--- src/rtl/sm_addsub_pkg.sv ---
package sm_addsub_pkg;
    typedef enum logic [2:0] {
        ST_IDLE = 3'd0,
        ST_ADD  = 3'd1,
        ST_COMP = 3'd2,
        ST_INC  = 3'd3,
        ST_DONE = 3'd4
    } sm_state_e;
endpackage

--- src/rtl/sm_adder.sv ---
module sm_adder #(
    parameter int W = 8
) (
    input  logic [W-1:0] x,
    input  logic [W-1:0] y,
    input  logic         cin,
    output logic [W-1:0] s,
    output logic         cout
);
    localparam int WX = W + 1;
    logic [WX-1:0] total;

    assign total = {1'b0, x} + {1'b0, y} + {{W{1'b0}}, cin};
    assign s     = total[W-1:0];
    assign cout  = total[W];
endmodule

--- src/rtl/sm_addsub_ctrl.sv ---
module sm_addsub_ctrl
    import sm_addsub_pkg::*;
(
    input  logic      clk,
    input  logic      rst_n,
    input  logic      start,
    input  logic      cmp_path,
    input  logic      carry,
    output sm_state_e state,
    output logic      done,
    output logic      busy
);
    sm_state_e st_q, st_d;

    always_comb begin
        st_d = st_q;
        unique case (st_q)
            ST_IDLE: if (start) st_d = ST_ADD;
            ST_ADD:  st_d = (cmp_path && !carry) ? ST_COMP : ST_DONE;
            ST_COMP: st_d = ST_INC;
            ST_INC:  st_d = ST_DONE;
            ST_DONE: st_d = ST_IDLE;
            default: st_d = ST_IDLE;
        endcase
    end

    always_ff @(posedge clk or negedge rst_n) begin
        if (!rst_n) st_q <= ST_IDLE;
        else        st_q <= st_d;
    end

    always_comb begin
        state = st_q;
        done  = (st_q == ST_DONE);
        busy  = (st_q != ST_IDLE);
    end

    // done lasts a single cycle
    assert_done_single_R6: assert property (@(posedge clk) disable iff (!rst_n)
        done |=> !done);
    // busy covers the done cycle
    assert_busy_at_done_R8: assert property (@(posedge clk) disable iff (!rst_n)
        done |-> busy);
    // the invert step is always followed by the increment step
    assert_comp_then_inc_R4: assert property (@(posedge clk) disable iff (!rst_n)
        (st_q == ST_COMP) |=> (st_q == ST_INC));
endmodule

--- src/rtl/sm_addsub_dp.sv ---
module sm_addsub_dp
    import sm_addsub_pkg::*;
#(
    parameter int N = 8
) (
    input  logic         clk,
    input  logic         rst_n,
    input  sm_state_e    state,
    input  logic         start,
    input  logic         op_sub,
    input  logic         a_sign,
    input  logic [N-1:0] a_mag,
    input  logic         b_sign,
    input  logic [N-1:0] b_mag,
    input  logic         done,
    output logic         cmp_path,
    output logic         carry,
    output logic         res_sign,
    output logic [N-1:0] res_mag,
    output logic         ovf
);
    logic [N-1:0] a_q, b_q, add_y, add_s;
    logic         as_q, cmp_q, ovf_q, add_cin;

    // Single shared adder: operand B (true or inverted) or zero for increment
    always_comb begin
        if (state == ST_INC) begin
            add_y   = '0;
            add_cin = 1'b1;
        end else begin
            add_y   = cmp_q ? ~b_q : b_q;
            add_cin = cmp_q;
        end
    end

    sm_adder #(.W(N)) u_adder (
        .x    (a_q),
        .y    (add_y),
        .cin  (add_cin),
        .s    (add_s),
        .cout (carry)
    );

    always_ff @(posedge clk or negedge rst_n) begin
        if (!rst_n) begin
            a_q   <= '0;
            b_q   <= '0;
            as_q  <= 1'b0;
            cmp_q <= 1'b0;
            ovf_q <= 1'b0;
        end else begin
            unique case (state)
                ST_IDLE: if (start) begin
                    a_q   <= a_mag;
                    b_q   <= b_mag;
                    as_q  <= a_sign;
                    cmp_q <= a_sign ^ b_sign ^ op_sub;
                    ovf_q <= 1'b0;
                end
                ST_ADD: begin
                    a_q   <= add_s;
                    ovf_q <= cmp_q ? 1'b0 : carry;
                    if (cmp_q && carry && (add_s == '0)) as_q <= 1'b0;
                end
                ST_COMP: a_q <= ~a_q;
                ST_INC: begin
                    a_q  <= add_s;
                    as_q <= ~as_q;
                end
                ST_DONE: ;
                default: ;
            endcase
        end
    end

    assign cmp_path = cmp_q;
    assign res_sign = as_q;
    assign res_mag  = a_q;
    assign ovf      = ovf_q;

    // overflow never raised on the complement-add path
    assert_no_overflow_R4: assert property (@(posedge clk) disable iff (!rst_n)
        (state == ST_COMP || state == ST_INC) |-> !ovf_q);
    // no negative zero after the complement-add path
    assert_no_neg_zero_R5: assert property (@(posedge clk) disable iff (!rst_n)
        (done && cmp_q && a_q == '0) |-> !as_q);
    // sign is kept through the true-add step
    assert_trueadd_sign_R2: assert property (@(posedge clk) disable iff (!rst_n)
        (state == ST_ADD && !cmp_q) |=> (as_q == $past(as_q)));
    // result holds across the done cycle
    assert_hold_after_done_R7: assert property (@(posedge clk) disable iff (!rst_n)
        done |=> ($stable(a_q) && $stable(as_q) && $stable(ovf_q)));
endmodule

--- src/rtl/sm_addsub_unit.sv ---
module sm_addsub_unit
    import sm_addsub_pkg::*;
#(
    parameter int N = 8
) (
    input  logic         clk,
    input  logic         rst_n,
    input  logic         start,
    input  logic         op_sub,
    input  logic         a_sign,
    input  logic [N-1:0] a_mag,
    input  logic         b_sign,
    input  logic [N-1:0] b_mag,
    output logic         res_sign,
    output logic [N-1:0] res_mag,
    output logic         ovf,
    output logic         done,
    output logic         busy
);
    sm_state_e state;
    logic      cmp_path, carry;

    sm_addsub_ctrl u_ctrl (
        .clk      (clk),
        .rst_n    (rst_n),
        .start    (start),
        .cmp_path (cmp_path),
        .carry    (carry),
        .state    (state),
        .done     (done),
        .busy     (busy)
    );

    sm_addsub_dp #(.N(N)) u_dp (
        .clk      (clk),
        .rst_n    (rst_n),
        .state    (state),
        .start    (start),
        .op_sub   (op_sub),
        .a_sign   (a_sign),
        .a_mag    (a_mag),
        .b_sign   (b_sign),
        .b_mag    (b_mag),
        .done     (done),
        .cmp_path (cmp_path),
        .carry    (carry),
        .res_sign (res_sign),
        .res_mag  (res_mag),
        .ovf      (ovf)
    );

    // idle unit reports neither busy nor done
    assert_idle_quiet_R1: assert property (@(posedge clk) disable iff (!rst_n)
        !busy |-> !done);
endmodule

--- config.mk ---
export PLATFORM = sky130hd
export DESIGN_NAME = sm_addsub_unit
export DESIGN_NICKNAME = d
export VERILOG_FILES = /design/src/rtl/sm_addsub_pkg.sv /design/src/rtl/sm_adder.sv /design/src/rtl/sm_addsub_ctrl.sv /design/src/rtl/sm_addsub_dp.sv /design/src/rtl/sm_addsub_unit.sv
export SDC_FILE = /design/constraint.sdc
export NUM_CORES = 1
export LEC_CHECK = 0
export BUFFER_PORTS_ARGS = -buffer_cell sky130_fd_sc_hd__buf_2
export CAP_MARGIN = 25
export CORE_UTILIZATION = 55
export DETAILED_ROUTE_END_ITERATION = 7
export HOLD_SLACK_MARGIN = 0.06
export PLACE_DENSITY = 0.79
export RECOVER_POWER = 25
export SLEW_MARGIN = 20
export SYNTH_ARGS = -nofsm -noshare
export SYNTH_HDL_FRONTEND = slang
export SYNTH_SLANG_ARGS = --single-unit
--- constraint.sdc ---
create_clock -name clk -period 4.25 [get_ports clk]
set_input_delay 0.2125 -clock clk [delete_from_list [all_inputs] [get_ports clk]]
set_output_delay 0.2125 -clock clk [all_outputs]
set_load 0.02 [all_outputs]
==> flow_summary.toml <==
[drt]
wire_per_inst_um = 15.7
wl_met1_mm = 1.70
vias = 1453
wl_met2_mm = 1.85
drc = 0
viasPerCell = 6.03
drtIter0Drc = 84
routed.top_layer = "met4"
ant_nets = 0
totalWireLength_mm = 3.78
routed-wl-met3_um = 191
firstDrtPassIters = 4

[sta]
worstMarginPinSlew_ns = 1.22
max_freq_mhz = 279
finalCriticalPeriod_ns = 3.58
setup_viol = 0
slew_viol_final = 0
rsz0062_at_grt = "false"
setup_ws_ns = 0.665
hold_violations = 0
finalClockSkew_ns = 0.00244
setup_tns_ns = 0
relSlewSlack_pct = 18.6
min_period_over_period_pct = 84.3

[synth]
netlist.area_leader.share_pct = 33.4
synth_cell_types = 49
netlist_instances = 181
synth_enable_flop_cells = 0
synth_fp_nets = 212
ys_ff_latch = 22
syn_area_um2 = 1650
synth_ff_type = "dfrtp_1"
async_flop_share_pct = 100
synth_top_area_cell = "dfrtp_1"
yosys_warnings = 0
avgSynthCellArea_um2 = 9.10
synth_seq_area_share_pct = 33.4
synth_area_leaders = "dfrtp_1 (33%), nor2_1 (7.5%), mux2_2 (5.5%)"

[clock_network]
worstSkewPairLatency_ns = 0.31
cts.repair.resized = 0
clockBufferDepth = 2
numCtsBuffers = 3
cts_tree = "yes"
cts-root-buf = "clkbuf_4"
post-cts-setup-buffers = 0
hold_buffers = 1
clk_pin_slew_ns = 0.12
cts_sinks = 22
htree_levels = 1

[min_path]
hold_class = "input pin to flop"

[global_route]
grt.total_usage_pct = 26.3
grt_max_degree = 23
grt_pass1_wl_mm = 6.50
antenna_found_initial = 0
overflow = 0
grt_pass1_vias = 1415

[layout]
num_antenna_cells = 0
area_growth_pct = 11.6
num-nets-final = 243
final_util_pct = 65.5
drive_gt1_share_pct = 27.6
fin_cells = 241

[place]
dp_cells = 237
place_congestion = 0.953
pre_cts_ws_ns = 0.758
io_buffers = 33
hpwl_mm = 2.93

[setup_path]
end_kind = "flop"
required_ns = 4.45
crit_fanout = 19
path_class = "flop to flop"
rrSetupSlack_ns = 0.67
startpoint_type = "flop"
crit_arrival_ns = 3.79

[floorplanning]
dieWidth_um = 56.7
initial_core_util_pct = 58.7
dieArea_um2 = 3220
coreArea_um2 = 2810
die_height_um = 56.7
rows = 19
num_io_pins = 34

[outcome]
outcome = "finished, final reports clean"

[run]
maxCapViolations = 0
## synthesized netlist by cell type (4+ instances only)
cell     instances
nor2_1          33
dfrtp_1         22
xnor2_1          9
a21oi_1          8
mux2_2           8
o21ai_0          8
ha_1             7
inv_1            7
nand2_1          7
nor3_1           7
mux2i_1          5
nand3_1          4
nor4_1           4
## final cells by class
cell class	count	area [um^2]
fillers	252	968
flip-flops and latches	22	551
well taps	31	38.8
clock buffers	3	22.5
multi-input cells	143	1020
inverters	8	30.0
repair buffers	34	174
## stage by stage
stage,instance area [um^2],hold slack (ns)
after floorplan,1650,-0.0831
after global placement,1810,0.200
after detailed placement,1810,0.209
after CTS,1840,0.116
after global routing,1840,0.115
final,1840,0.113
## worst paths after layout
| kind | start | endpoint | depth (start not counted) |
|---|---|---|---|
| max | u_ctrl.state[0] | u_dp.res_sign | 11 |
| min | b_mag[0] | u_dp.b_q[0] | 2 |
| max reg2reg | u_ctrl.state[0] | u_dp.res_sign | 11 |
| min reg2reg | u_dp.b_q[1] | u_dp.b_q[1] | 1 |
| max in group asynchronous | rst_n | u_ctrl.state[2] | 2 |
| min in group asynchronous | rst_n | u_dp.b_q[0] | 2 |
## cells by family after synthesis
| family | count (synthesis) | synth area share (%) |
|---|---|---|
| adder cells (fa/ha/maj) | 9 | 7.75 |
| buffers and inverters | 16 | 4.56 |
| AO/OA/AOI/OAI | 36 | 15.7 |
| flip-flops | 22 | 33.4 |
| multiplexers | 14 | 9.19 |
| XOR/XNOR | 12 | 6.38 |
| AND/OR/NAND/NOR | 72 | 22.9 |
## routing by layer
metal,vias up,GRT usage (%)
li1,710,-
met1,678,37.6
met2,58,42.3
met3,7,3.00
met4,0,6.43
met5,-,0
## critical path, cell delays in order (launching register included)
cell and delay (ns):
dfrtp_1 0.72, nand2b_1 0.29, nor2_1 0.40, nor2_1 0.11, fa_1 0.47, fa_1 0.42
nand2b_1 0.18, a21oi_2 0.21, o31a_1 0.18, nor3_1 0.08, nor4_1 0.29, o21ai_1 0.09
## registers in the layout (all words and copies together) (netlist names)
signal,flops
u_dp.b_q,8
u_dp.res_sign,1
u_dp.cmp_path,1
u_dp.ovf,1
u_ctrl.state,3
u_dp.res_mag,8
## placed cells by master (no fill, tap or decap), types with 5 or more instances in the layout
master and instances:
mux2_2 8, mux2i_1 5, xnor2_1 9, nand2_1 7, buf_2 32, dfrtp_1 22
o21ai_0 8, ha_1 7, nor3_1 7, a21oi_1 8, inv_1 7, nor2_1 33
Power is left out: the tool's default activity adds up to more than one toggle a clock period on the data nets, which glitch-free logic cannot reach.
